<file path="src/rtl/rtc_pkg.sv">
package rtc_pkg;

    typedef struct packed {
        logic       stop;
        logic [6:0] sec;
        logic [6:0] min;
        logic [5:0] hour;
        logic       ftest;
        logic [2:0] dow;
        logic [5:0] date;
        logic [4:0] month;
        logic [7:0] year;
        logic [7:0] cent;
    } cal_t;

    // Two-digit BCD year divisible by four (00 counts as leap).
    function automatic logic year_is_leap(input logic [7:0] y);
        logic [3:0] ones;
        ones = y[3:0];
        if (y[4])
            year_is_leap = (ones == 4'd2) || (ones == 4'd6);
        else
            year_is_leap = (ones == 4'd0) || (ones == 4'd4) || (ones == 4'd8);
    endfunction

    // Last day of the month, in BCD.
    function automatic logic [5:0] month_days(input logic [4:0] m, input logic [7:0] y);
        case (m)
            5'h02:                      month_days = year_is_leap(y) ? 6'h29 : 6'h28;
            5'h04, 5'h06, 5'h09, 5'h11: month_days = 6'h30;
            default:                    month_days = 6'h31;
        endcase
    endfunction

endpackage

</file>
<file path="src/rtl/rtc_prescaler.sv">
module rtc_prescaler #(
    parameter int PRE_W    = 15,
    parameter int TEST_BIT = 5
) (
    input  logic clk,
    input  logic rst_n,
    input  logic tick_i,
    input  logic run_i,
    input  logic clr_i,
    output logic roll_o,
    output logic phase_o
);
    localparam logic [PRE_W-1:0] TOP = {PRE_W{1'b1}};

    logic [PRE_W-1:0] cnt_q, cnt_d;
    logic             step;

    assign step = tick_i && run_i;

    always_comb begin
        cnt_d = cnt_q;
        if (clr_i)
            cnt_d = '0;
        else if (step)
            cnt_d = cnt_q + 1'b1;
    end

    always_ff @(posedge clk) begin
        if (!rst_n) cnt_q <= '0;
        else        cnt_q <= cnt_d;
    end

    assign roll_o  = step && !clr_i && (cnt_q == TOP);
    assign phase_o = cnt_q[TEST_BIT];


    roll_restart_chk: assert property (@(posedge clk) disable iff (!rst_n)
        roll_o |=> (cnt_q == '0));


    idle_hold_chk: assert property (@(posedge clk) disable iff (!rst_n)
        (!run_i && !clr_i) |=> $stable(cnt_q));


    clear_chk: assert property (@(posedge clk) disable iff (!rst_n)
        clr_i |=> (cnt_q == '0));

endmodule

</file>
<file path="src/rtl/rtc_bcd_wrap.sv">
module rtc_bcd_wrap #(
    parameter int W = 8
) (
    input  logic         en_i,
    input  logic [W-1:0] cur_i,
    input  logic [W-1:0] lo_i,
    input  logic [W-1:0] hi_i,
    output logic [W-1:0] nxt_o,
    output logic         wrap_o
);
    logic [W-1:0] inc;

    always_comb begin
        if (cur_i[3:0] == 4'd9)
            inc = {cur_i[W-1:4] + 1'b1, 4'd0};
        else
            inc = {cur_i[W-1:4], cur_i[3:0] + 4'd1};
    end

    assign wrap_o = en_i && (cur_i >= hi_i);
    assign nxt_o  = !en_i ? cur_i : (wrap_o ? lo_i : inc);

endmodule

</file>
<file path="src/rtl/bcd_calendar_clock.sv">
module bcd_calendar_clock
    import rtc_pkg::*;
#(
    parameter int PRE_W    = 15,
    parameter int TEST_BIT = 5
) (
    input  logic       clk,
    input  logic       rst_n,
    input  logic       osc_tick,
    input  logic       load_stb,
    input  logic [7:0] ld_sec,
    input  logic [7:0] ld_min,
    input  logic [7:0] ld_hour,
    input  logic [7:0] ld_dow,
    input  logic [7:0] ld_date,
    input  logic [7:0] ld_month,
    input  logic [7:0] ld_year,
    input  logic [7:0] ld_cent,
    output logic [7:0] rd_sec,
    output logic [7:0] rd_min,
    output logic [7:0] rd_hour,
    output logic [7:0] rd_dow,
    output logic [7:0] rd_date,
    output logic [7:0] rd_month,
    output logic [7:0] rd_year,
    output logic [7:0] rd_cent
);
    localparam cal_t RESET_VAL = '{stop: 1'b0, sec: 7'h00, min: 7'h00, hour: 6'h00,
                                   ftest: 1'b0, dow: 3'd1, date: 6'h01, month: 5'h01,
                                   year: 8'h00, cent: 8'h20};

    cal_t st_q, st_d;

    logic       sec_en, test_phase;
    logic [6:0] sec_n, min_n;
    logic [5:0] hour_n, date_n;
    logic [4:0] month_n;
    logic [7:0] year_n, cent_n;
    logic [2:0] dow_n;
    logic       sec_w, min_w, hour_w, date_w, month_w, year_w, cent_w_unused;
    logic [5:0] last_day;
    logic       unused_ld_bits;

    assign unused_ld_bits = ^{ld_min[7], ld_hour[7:6], ld_dow[7], ld_dow[5:3],
                              ld_date[7:6], ld_month[7:5], cent_w_unused};

    rtc_prescaler #(.PRE_W(PRE_W), .TEST_BIT(TEST_BIT)) u_pre (
        .clk     (clk),
        .rst_n   (rst_n),
        .tick_i  (osc_tick),
        .run_i   (!st_q.stop),
        .clr_i   (load_stb),
        .roll_o  (sec_en),
        .phase_o (test_phase)
    );

    assign last_day = month_days(st_q.month, st_q.year);

    rtc_bcd_wrap #(.W(7)) u_sec (
        .en_i(sec_en), .cur_i(st_q.sec), .lo_i(7'h00), .hi_i(7'h59),
        .nxt_o(sec_n), .wrap_o(sec_w));

    rtc_bcd_wrap #(.W(7)) u_min (
        .en_i(sec_w), .cur_i(st_q.min), .lo_i(7'h00), .hi_i(7'h59),
        .nxt_o(min_n), .wrap_o(min_w));

    rtc_bcd_wrap #(.W(6)) u_hour (
        .en_i(min_w), .cur_i(st_q.hour), .lo_i(6'h00), .hi_i(6'h23),
        .nxt_o(hour_n), .wrap_o(hour_w));

    rtc_bcd_wrap #(.W(6)) u_date (
        .en_i(hour_w), .cur_i(st_q.date), .lo_i(6'h01), .hi_i(last_day),
        .nxt_o(date_n), .wrap_o(date_w));

    rtc_bcd_wrap #(.W(5)) u_month (
        .en_i(date_w), .cur_i(st_q.month), .lo_i(5'h01), .hi_i(5'h12),
        .nxt_o(month_n), .wrap_o(month_w));

    rtc_bcd_wrap #(.W(8)) u_year (
        .en_i(month_w), .cur_i(st_q.year), .lo_i(8'h00), .hi_i(8'h99),
        .nxt_o(year_n), .wrap_o(year_w));

    rtc_bcd_wrap #(.W(8)) u_cent (
        .en_i(year_w), .cur_i(st_q.cent), .lo_i(8'h00), .hi_i(8'h99),
        .nxt_o(cent_n), .wrap_o(cent_w_unused));

    // Day of week runs on its own 1..7 ring, stepped by the midnight carry.
    always_comb begin
        dow_n = st_q.dow;
        if (hour_w)
            dow_n = (st_q.dow >= 3'd7) ? 3'd1 : st_q.dow + 3'd1;
    end

    always_comb begin
        st_d = st_q;
        if (load_stb) begin
            st_d.stop  = ld_sec[7];
            st_d.sec   = ld_sec[6:0];
            st_d.min   = ld_min[6:0];
            st_d.hour  = ld_hour[5:0];
            st_d.ftest = ld_dow[6];
            st_d.dow   = ld_dow[2:0];
            st_d.date  = ld_date[5:0];
            st_d.month = ld_month[4:0];
            st_d.year  = ld_year;
            st_d.cent  = ld_cent;
        end else begin
            st_d.sec   = sec_n;
            st_d.min   = min_n;
            st_d.hour  = hour_n;
            st_d.dow   = dow_n;
            st_d.date  = date_n;
            st_d.month = month_n;
            st_d.year  = year_n;
            st_d.cent  = cent_n;
        end
    end

    always_ff @(posedge clk) begin
        if (!rst_n) st_q <= RESET_VAL;
        else        st_q <= st_d;
    end

    logic test_on;
    assign test_on = st_q.ftest && !st_q.stop;

    assign rd_sec   = {st_q.stop, st_q.sec[6:1], test_on ? test_phase : st_q.sec[0]};
    assign rd_min   = {1'b0, st_q.min};
    assign rd_hour  = {2'b00, st_q.hour};
    assign rd_dow   = {1'b0, st_q.ftest, 3'b000, st_q.dow};
    assign rd_date  = {2'b00, st_q.date};
    assign rd_month = {3'b000, st_q.month};
    assign rd_year  = st_q.year;
    assign rd_cent  = st_q.cent;


    clock_range_chk: assert property (@(posedge clk) disable iff (!rst_n)
        (st_q.sec <= 7'h59) && (st_q.min <= 7'h59) && (st_q.hour <= 6'h23));


    dow_range_chk: assert property (@(posedge clk) disable iff (!rst_n)
        (st_q.dow >= 3'd1) && (st_q.dow <= 3'd7));


    date_range_chk: assert property (@(posedge clk) disable iff (!rst_n)
        (st_q.date >= 6'h01) && (st_q.date <= last_day));


    century_step_chk: assert property (@(posedge clk) disable iff (!rst_n)
        (!load_stb && year_w) |=> (st_q.year == 8'h00) && (st_q.cent != $past(st_q.cent)));


    stop_freeze_chk: assert property (@(posedge clk) disable iff (!rst_n)
        (st_q.stop && !load_stb) |=> $stable(st_q));


    load_capture_chk: assert property (@(posedge clk) disable iff (!rst_n)
        load_stb |=> (rd_min == {1'b0, $past(ld_min[6:0])}) && (rd_year == $past(ld_year))
                     && (rd_cent == $past(ld_cent)) && (st_q.stop == $past(ld_sec[7])));

endmodule

</file>
<file path="config.mk">
export PLATFORM = sky130hd
export DESIGN_NAME = bcd_calendar_clock
export DESIGN_NICKNAME = d
export VERILOG_FILES = /design/src/rtl/rtc_pkg.sv /design/src/rtl/rtc_prescaler.sv /design/src/rtl/rtc_bcd_wrap.sv /design/src/rtl/bcd_calendar_clock.sv
export SDC_FILE = /design/constraint.sdc
export NUM_CORES = 1
export LEC_CHECK = 0
export BUFFER_PORTS_ARGS = -buffer_cell sky130_fd_sc_hd__buf_4
export CORE_UTILIZATION = 55
export CTS_BUF_LIST = sky130_fd_sc_hd__clkbuf_4 sky130_fd_sc_hd__clkbuf_8
export CTS_CLUSTER_DIAMETER = 150
export DETAILED_ROUTE_END_ITERATION = 12
export GPL_TIMING_DRIVEN = 0
export HOLD_SLACK_MARGIN = 0.15
export PLACE_DENSITY = 0.83
export SYNTH_ARGS = -nofsm -noshare
export SYNTH_HDL_FRONTEND = slang
export SYNTH_SLANG_ARGS = --single-unit
</file>
<file path="constraint.sdc">
create_clock -name clk -period 9.3 [get_ports clk]
set_clock_uncertainty 0.1 [all_clocks]
set_input_delay 1.86 -clock clk [delete_from_list [all_inputs] [get_ports clk]]
set_output_delay 1.86 -clock clk [all_outputs]
set_load 0.02 [all_outputs]
</file>
# Yosys cells after proc, flatten, opt, wreduce, memory -nomap -nowiden
# Cells that the tools add are included.
[op_classes] reduce_logical=40 n_lt_le_gt_ge=8 addsub=16 mux=30 bitwise_logic=1 eq_ne=17
[ops] operator="8-bit 2-to-1 mux" n=6
[ops] operator="7-bit 2-to-1 mux" n=6
[ops] operator="4-bit by 1-bit adder with 4-bit output (second input constant)" n=9
[ops] operator="6-bit 2-to-1 mux" n=6
[ops] operator="4-bit equality test (second input constant)" n=8
[ops] operator="30-bit 2-to-1 mux" n=1
[ops] operator="3-bit nonzero test" n=7
[ops] operator="20-bit 2-to-1 mux" n=1
[ops] operator="8-bit >= comparator (second input constant)" n=2
[ops] operator="15-bit by 1-bit adder with 15-bit output (second input constant)" n=1
[ops] operator="15-bit equality test (second input constant)" n=1
[ops] operator="5-bit 2-to-1 mux" n=3
[ops] operator="7-bit >= comparator (second input constant)" n=2
[ops] operator="2-bit AND reduction" n=7
[ops] operator="2-bit nonzero test" n=7
[ops] operator="1-bit logical AND" n=11
[ops] operator="5-bit by 3-bit equality test with 1-bit output (second input constant)" n=2
[ops] operator="5-bit one-hot mux with 2 select lines" n=1
[ops] operator="3-bit by 1-bit adder with 3-bit output (second input constant)" n=3
[ops] operator="4-bit by 3-bit equality test with 1-bit output (second input constant)" n=2
[ops] operator="6-bit >= comparator" n=1
[ops] operator="6-bit >= comparator (second input constant)" n=1
[ops] operator="3-bit 2-to-1 mux" n=2
[ops] operator="5-bit by 2-bit equality test with 1-bit output (second input constant)" n=1
[ops] operator="14 further kinds" n=21
[totals] out_inout_bits=64 register_bits=67

# Logic depth before layout (Yosys ltp)
# Gate-level depths: netlist of the first run.
[logic_depth] depth_word=15 depth_mapped=15 mapped_depth_nobuf=13

# Cells and area by module
# From an unflattened synthesis of the first run, not the netlist that was laid out.
[unflattened] hier_cells=766 area_unflattened_um2=6481.2
[modules_own_cells] mod="bcd_calendar_clock" n_inst=1 cells_each=256 area_per_inst_um2=2607.5
[modules_own_cells] mod="rtc_bcd_wrap (u_cent ...)" n_inst=2 cells_each=75 area_per_inst_um2=541.8
[modules_own_cells] mod="rtc_bcd_wrap (u_min ...)" n_inst=2 cells_each=62 area_per_inst_um2=471.7
[modules_own_cells] mod="rtc_bcd_wrap (u_date ...)" n_inst=2 cells_each=53 area_per_inst_um2=400.4
[modules_own_cells] mod="rtc_prescaler" n_inst=1 cells_each=86 area_per_inst_um2=733.2
[modules_own_cells] mod="rtc_bcd_wrap (u_month)" n_inst=1 cells_each=44 area_per_inst_um2=312.8

# Worst setup path before layout of the first run
# No wires, ideal clock.
[synth_path] path_type="input-to-reg" startpoint="input osc_tick" endpoint="register st_q (netlist bit rd_min[2])" arrival_ps=3259 stages=6 t_required_ps=9126 path_buffers=0 setup_ps=74 slack_ps=5867 cell_sequence="nand4b_1 -> nor4_4 -> a31o_2 -> nand3_2 -> or3b_1 -> a31oi_1"
[synth_via] elab_chain_len=8 elab_cells_between_ends=9 cone_classes="mux (3); reduce/logical (6)"
[synth_lines] element="start, declared" line_no="bcd_calendar_clock.sv:9" rtl="input logic osc_tick,"
[synth_lines] element="1-bit logical AND (*)" line_no="rtc_prescaler.sv:18" rtl="assign step = tick_i && run_i;"
[synth_lines] element="1-bit logical AND (*) (2 in series)" line_no="rtc_prescaler.sv:33" rtl="assign roll_o = step && !clr_i && (cnt_q == TOP);"
[synth_lines] element="1-bit logical AND (*)" line_no="rtc_bcd_wrap.sv:20" rtl="assign wrap_o = en_i && (cur_i >= hi_i);"
[synth_lines] element="1-bit logical AND" line_no="rtc_bcd_wrap.sv:20"
[synth_lines] element="7-bit 2-to-1 mux (2 in series)" line_no="rtc_bcd_wrap.sv:21" rtl="assign nxt_o = !en_i ? cur_i : (wrap_o ? lo_i : inc);"
[synth_lines] element="20-bit 2-to-1 mux" line_no="bcd_calendar_clock.sv:96" rtl="if (load_stb) begin"
[synth_lines] element="end signal, assigned" line_no="bcd_calendar_clock.sv:121" rtl="else st_q <= st_d;"
[synth_lines] element="end, declared" line_no="bcd_calendar_clock.sv:32" rtl="cal_t st_q, st_d;"
# Mark *: on every way between the ends. The rest lies on a longest branch, timed or not. The select of a mux whose other input is x is not followed.
# A chain may end at the register's enable or synchronous reset.

# Worst setup path after layout of the first run
[layout_path] startpoint="register st_q (netlist bit rd_year[1])" endpoint="register st_q (netlist bit rd_year[6])"
[layout_via] elab_chain_len=14 elab_cells_between_ends=24 cone_classes="order compare (2); eq/ne (5); mux (7); reduce/logical (10)"
[layout_lines] element="4-bit by 3-bit equality test with 1-bit output / 4-bit zero test (equally long branches)" line_no="rtc_pkg.sv:23" rtl="year_is_leap = (ones == 4'd0) || (ones == 4'd4) || (ones == 4'd8);"
[layout_lines] element="1-bit logical OR (2 in series)" line_no="rtc_pkg.sv:23"
[layout_lines] element="1-bit 2-to-1 mux" line_no="rtc_pkg.sv:20" rtl="if (y[4])"
[layout_lines] element="1-bit 2-to-1 mux" line_no="rtc_pkg.sv:28" rtl="case (m)"
[layout_lines] element="1-bit 2-to-1 mux" line_no="rtc_pkg.sv:29" rtl="5'h02: month_days = year_is_leap(y) ? 6'h29 : 6'h28;"
[layout_lines] element="5-bit one-hot mux with 2 select lines" line_no="rtc_pkg.sv:28"
[layout_lines] element="6-bit >= comparator" line_no="rtc_bcd_wrap.sv:20"
[layout_lines] element="1-bit logical AND (3 in series)" line_no="rtc_bcd_wrap.sv:20"
[layout_lines] element="8-bit 2-to-1 mux (2 in series)" line_no="rtc_bcd_wrap.sv:21"
[layout_lines] element="30-bit 2-to-1 mux" line_no="bcd_calendar_clock.sv:96"
# Parallel ways exist; a longest one is shown, timed or not. The select of a mux whose other input is x is not followed.

==> results.cfg, run 1 <==
[clocking]
worstSkewPairLatency_ps = 360
path_clk_slew_ps = 80
post_cts_buffers = 0
postCtsHoldBufs = 0
tritoncts = yes
cts.sinks = 67
htreeDepth = 3
cts-root-buf = clkbuf_8
cts_buffers = 9
clockBufferDepth = 2
post_cts_resized = 0

[floorplan]
initial_core_util_pct = 57.5
die-area_um2 = 9090
die_height_um = 95.3
pin_count = 132
coreArea_um2 = 8340
die_x_um = 95.3
num_rows = 33

[detailed_routing]
vias = 4960
viasPerCell = 5.90
firstDrtPassIters = 4
ant_nets = 0
route.detailed.drc = 0
wl_um = 13500
wire_per_inst_um = 16.1
drt_iter0_markers = 259

[timing]
period_minus_slack_ps = 4190
relSlewSlack_pct = 37.6
grt_setup_unrepaired = false
setup_viol = 0
hold_slack_ps = 393
worst_slew_pin_slew_ps = 929
timing_hold_violations_final = 0
final.setup.tns_ps = 0
period_share_pct = 45.0
clock.fmax_mhz = 239
drv_slew = 0

[finish]
multi_input_area_um2 = 2800
fin_cells = 841
nFillCells = 696
finalNetCount = 823
seq_area_um2 = 1340
area_growth_pct = 24.8
final_area_um2 = 5980
antenna_cells = 0
drive_gt1_share_pct = 28.1

[setup_path]
worst_ep_required_time_ps = 9460
worstPathArrival_ps = 4350
cp_cell_sequence = clkbuf_1 > xor2_1 > nor2_1 > nor2_1 > o21ai_0 > a2111oi_0 > a21oi_1 > ha_1 > nor4b_1 > o211ai_2 > o311ai_0 > nor3_1 > a21oi_1 > o31ai_1
r2r-start = rd_year[1]
cpMaxStageDelayCell = nor3_1
worstSetupStartpoint = rd_year[1]
endpoint_kind = flip-flop
critPathMaxFanout = 10
startpoint_type = flip-flop
max_stage_delay_ps = 790
path_class = flip-flop to flip-flop

[place]
routabilityCongestion = 0.874
place_area_um2 = 5750
dp.cells = 825
port_buffers = 105
place.detailed.hpwl_um = 9830

[pwr]
p_per_area_nw_per_um2 = 131
p_leak_nw = 2.64
peakVddDrop_mv = 0.0951
power_uw = 786

[grt]
overflow = 0
grt_pass1_vias = 4479
grt_max_degree = 13
gr-usage-all-layers_pct = 30.7
grt_pass1_wl_um = 21300
grt_antenna_before_repair = 0

[flow_run]
drv_cap = 0

[synthesis]
async_flop_share_pct = 0
syn_avg_cell_area_um2 = 7.93
synth_cells = 604
synth_edf_count = 0
ys.flop_type = dfxtp_1
ys_ff_latch = 67
ys.warnings.count = 0
yosysSeqAreaShare_pct = 28.0
synthDistinctLibCells = 76
synth_area_um2 = 4790

[outcome]
status = finished clean

[worst_hold_path]
min_from = u_pre.cnt_q[1]
hold_path_class = flip-flop to flip-flop
[cells in the mapped netlist, types with 9 or more instances]
library cell,n,area share (%)
clkbuf_1,30,2.3
nor3_1,10,1.0
ha_1,24,6.3
inv_1,22,1.7
and3_1,11,1.4
a31oi_1,20,2.6
nand4_1,9,1.2
a21oi_1,38,4.0
nor2_1,54,4.2
o21ai_0,35,3.7
xor2_1,10,1.8
dfxtp_1,67,28
nand3_1,18,1.9
nand2_1,49,3.8
xnor2_1,11,2.0
buf_4,65,10
[sequential cells by signal, indices dropped and copies added, names as in the netlist]
signal       flops
u_pre.cnt_q     15
rd_cent          8
rd_year          8
rd_min           7
rd_sec           7
rd_date          6
rd_hour          6
rd_month         5
rd_dow           4
st_q             1
[worst max-delay path: cells and delay by family (launching register included)]
family / cells / cell delay [ps]
AO/OA/AOI/OAI: 7 / 1890
XOR/XNOR: 1 / 180
adder cells (fa/ha/maj): 1 / 290
buffers and inverters: 1 / 300
flip-flops: 1 / 330
AND/OR/NAND/NOR: 4 / 980
[power breakdown]
part	internal (mW)	total (mW)	switching [mW]	leakage, nW
logic	0.0863	0.181	0.0943	1.98
clock network	0.158	0.283	0.125	0.108
registers	0.302	0.322	0.0199	0.551
[routing by layer]
| layer | up-vias | track usage (%) | wire, um |
|---|---|---|---|
| met5 | - | 0 | 0 |
| met4 | 0 | 12.6 | 363 |
| met3 | 43 | 7.66 | 1080 |
| met2 | 222 | 51.8 | 6630 |
| met1 | 2334 | 36.9 | 5440 |
| li1 | 2361 | - | - |
[through the flow]
stage | worst slack, ps | util [%]
6_report | 5110 | 71.7
5_1_grt | 4920 | 71.7
4_1_cts | 5230 | 71.7
3_5_place_dp | 5030 | 69.0
3_3_place_gp | 5130 | 69.0
2_1_floorplan | 5870 | -
[final cells by class]
type	count	area share [%]
plain buffers	97	10.2
clock buffers	10	2.30
clock inverters	6	1.49
inverters	22	1.38
multi-input cells	429	46.8
flip-flops and latches	67	22.4
well taps	105	2.20
repair buffers	105	13.2
[path summary, 6_finish.rpt]
path                                  endpoint  slack [ps]  depth (start not counted)
worst max register to register      rd_year[6]        5110                         14
worst min register to register  u_pre.cnt_q[1]         390                          2
worst max-delay path                rd_year[6]        5110                         14
worst min-delay path            u_pre.cnt_q[1]         390                          2
[layout by cell type (no fill, tap or decap), drive strengths merged, types with 12 or more instances in the layout]
| cell type | synthesis | routed |
|---|---|---|
| nand4 | 12 | 12 |
| ha | 24 | 24 |
| clkbuf | 30 | 40 |
| nor2 | 55 | 55 |
| nand2 | 49 | 49 |
| a21oi | 38 | 38 |
| a31oi | 22 | 22 |
| nand3 | 22 | 22 |
| o21ai | 36 | 36 |
| dfxtp | 67 | 67 |
| buf | 67 | 172 |
| inv | 22 | 22 |
| conb | 1 | 12 |
[kinds of logic after synthesis]
family                     Yosys count  share of synthesized area [%]
AOI/OAI and AO/OA                  160                           22.3
xor gates and xnor gates            21                           3.84
adders and majority gates           24                           6.27
buffers and inverters              119                           14.4
DFF                                 67                           28.0
muxes                                6                           1.31
other                                1                         0.0783
and+or+nand+nor                    206                           23.8
Power figures use the tool's default switching activity.
==> run 2: changes to the inputs <==
--- a/config.mk
+++ b/config.mk
@@ -5,14 +5,15 @@
 export SDC_FILE = /design/constraint.sdc
 export NUM_CORES = 1
 export LEC_CHECK = 0
+export ABC_AREA = 1
 export BUFFER_PORTS_ARGS = -buffer_cell sky130_fd_sc_hd__buf_4
-export CORE_UTILIZATION = 55
+export CORE_UTILIZATION = 50
 export CTS_BUF_LIST = sky130_fd_sc_hd__clkbuf_4 sky130_fd_sc_hd__clkbuf_8
 export CTS_CLUSTER_DIAMETER = 150
 export DETAILED_ROUTE_END_ITERATION = 12
 export GPL_TIMING_DRIVEN = 0
 export HOLD_SLACK_MARGIN = 0.15
-export PLACE_DENSITY = 0.83
+export PLACE_DENSITY = 0.8
 export SYNTH_ARGS = -nofsm -noshare
 export SYNTH_HDL_FRONTEND = slang
 export SYNTH_SLANG_ARGS = --single-unit
==> constraint.sdc (replaced) <==
create_clock -name clk -period 3.79 [get_ports clk]
set_clock_uncertainty 0.1 [all_clocks]
set_input_delay 0.758 -clock clk [delete_from_list [all_inputs] [get_ports clk]]
set_output_delay 0.758 -clock clk [all_outputs]
set_load 0.02 [all_outputs]
==> results.cfg, run 2 <==
[outcome]
status = finished clean

[timing]
final.setup.tns_ps = 0
worst_slew_pin_slew_ps = 985
hold_slack_ps = 389
timing_hold_violations_final = 0
period_minus_slack_ps = 3190
grt_setup_unrepaired = false
drv_slew = 0
relSlewSlack_pct = 33.7
clock.fmax_mhz = 314
worst_slack_ps = 603
setup_viol = 0
period_share_pct = 84.1

[pwr]
pwr-share-comb_pct = 25.0
peakVddDrop_mv = 0.220
switching_share_pct = 32.2
power_mw = 1.92
p_clk_share_pct = 33.2
p_leak_nw = 3.04
p_sw_uw = 617
p_per_area_nw_per_um2 = 312
internal_power_mw = 1.30
p_seq_share_pct = 41.8

[place]
dp.cells = 988
port_buffers = 107
dp_slack_ps = 648
place.detailed.hpwl_um = 10200
routabilityCongestion = 0.942

[setup_path]
endpoint_kind = flip-flop
worstPathArrival_ps = 3350
startpoint_type = flip-flop
crit_family = simple AND/OR/NAND/NOR gates
cp_common_cell = inv_1
critPathMaxFanout = 7
worst_ep_required_time_ps = 3950
cpMaxStageDelayCell = dfxtp_1
cp_cell_sequence = inv_1 > nor2_1 > inv_1 > nor3_1 > inv_1 > a21oi_1 > a311oi_1 > ha_1 > nand4_1 > nand4_1 > inv_1 > nor2_4 > nor2_4 > inv_1 > o21ai_1 > nand2_1 > nand2_1 > nor2_1
path_class = flip-flop to flip-flop
critical_path_buf_inv_count = 5
max_stage_delay_ps = 390

[synthesis]
yosysSeqAreaShare_pct = 27.2
synth-simple-area-share_pct = 33.2
ys.warnings.count = 0
synth_top_family_by_area = simple AND/OR/NAND/NOR gates
synth_area_leaders = dfxtp_1, nand2_1, buf_4
ys_ff_latch = 67
syn_avg_cell_area_um2 = 6.64
synth-adder-area-share_pct = 6.10
synth_cells = 741
synthMuxAreaShare_pct = 0
synth-compound-area-share_pct = 12.7
async_flop_share_pct = 0
synth_edf_count = 0
synth_xor_area_share_pct = 2.31
ys.flop_type = dfxtp_1
synth_area_um2 = 4920
yosysTopAreaCell = dfxtp_1
synthDistinctLibCells = 45
synthTopCellsByCount = nand2_1, inv_1, nor2_1, dfxtp_1, buf_4
synth_top_area_share_pct = 27.2
yosys.cell_count.top_type = nand2_1

[detailed_routing]
firstDrtPassIters = 5
route.detailed.drc = 0
drt_iter0_markers = 293
wl_um = 13500
viasPerCell = 5.12
vias = 5142
ant_nets = 0
wire_per_inst_um = 13.4

[clocking]
worstSkewPairLatency_ps = 360
post_cts_buffers = 0
post_cts_resized = 0
htreeDepth = 3
clockBufferDepth = 2
cts_buffers = 9
cts.sinks = 67
postCtsHoldBufs = 0
cts-root-buf = clkbuf_8
path_clk_slew_ps = 80
tritoncts = yes

[finish]
antenna_cells = 0
area_growth_pct = 24.5
drive_gt1_share_pct = 26.3
top_register = u_pre.cnt_q
largest_reg_flops = 15
final_common_cell = buf_4
finalNetCount = 962
layout_common_cells = buf_4, nand2_1, inv_1
fin_cells = 1004

[floorplan]
die-area_um2 = 10200
coreArea_um2 = 9370
pin_count = 132
initial_core_util_pct = 52.5
die_height_um = 101
num_rows = 35
die_x_um = 101

[grt]
grt_antenna_before_repair = 0
overflow = 0
grt_pass1_vias = 4822
grt_max_degree = 12
gr-usage-all-layers_pct = 26.7
grt_pass1_wl_um = 21700

[flow_run]
drv_cap = 0

[worst_hold_path]
hold_path_class = flip-flop to flip-flop
## run 2: final cells by class
type | count | area (um^2)
Buffer | 80 | 548
Clock buffer | 12 | 153
Clock inverter | 4 | 50.0
Fill cell | 879 | 3240
Inverter | 95 | 357
Multi-Input combinational cell | 510 | 2720
Sequential cell | 67 | 1340
Tap cell | 129 | 161
Timing Repair Buffer | 107 | 803
## run 2: cells by family (layout without fill, tap and decap cells)
logic type,after synthesis,after routing
other,1,12
adder cells (fa/ha/maj),24,24
AND/OR/NAND/NOR,351,351
buffers and inverters,175,298
AO/OA/AOI/OAI,110,110
flip-flops,67,67
XOR/XNOR,13,13
## run 2: final timing paths
| check | start | endpoint | slack, ps | cells past startpoint |
|---|---|---|---|---|
| worst min-delay path | u_pre.cnt_q[7] | u_pre.cnt_q[7] | 390 | 2 |
| worst max register to register | rd_month[0] | rd_date[4] | 600 | 18 |
| worst max-delay path | rd_month[0] | rd_date[4] | 600 | 18 |
| worst min register to register | u_pre.cnt_q[7] | u_pre.cnt_q[7] | 390 | 2 |
## run 2: metal layers
| layer | vias to the layer above | wire [um] | GRT usage (%) |
|---|---|---|---|
| li1 | 2569 | - | - |
| met1 | 2347 | 5670 | 32.2 |
| met2 | 197 | 6680 | 47.0 |
| met3 | 29 | 777 | 3.66 |
| met4 | 0 | 368 | 12.2 |
| met5 | - | 0 | 0 |
## run 2: stage by stage
step / util (%) / area [um^2]
after global placement: 63.3 / 5930
after floorplan: - / 4960
after global routing: 65.4 / 6130
after CTS: 65.4 / 6130
after detailed placement: 63.3 / 5930
final: 65.4 / 6130
## run 2: power by group through the flow
stage / Sequential, mW / Clock, mW / Combinational, mW
2_1_floorplan: 0.799 / 0 / 0.318
3_3_place_gp: 0.812 / 0 / 0.461
3_5_place_dp: 0.815 / 0 / 0.474
4_1_cts: 0.799 / 0.633 / 0.477
5_1_grt: 0.806 / 0.673 / 0.526
6_report: 0.801 / 0.636 / 0.479
## run 2: worst register-to-register path: stages, from the launching register on
cell,delay [ps]
dfxtp_1,390
inv_1,120
nor2_1,190
inv_1,60
nor3_1,250
inv_1,140
a21oi_1,150
a311oi_1,70
ha_1,290
nand4_1,90
nand4_1,190
inv_1,190
nor2_4,70
nor2_4,150
inv_1,160
o21ai_1,280
nand2_1,100
nand2_1,70
nor2_1,40
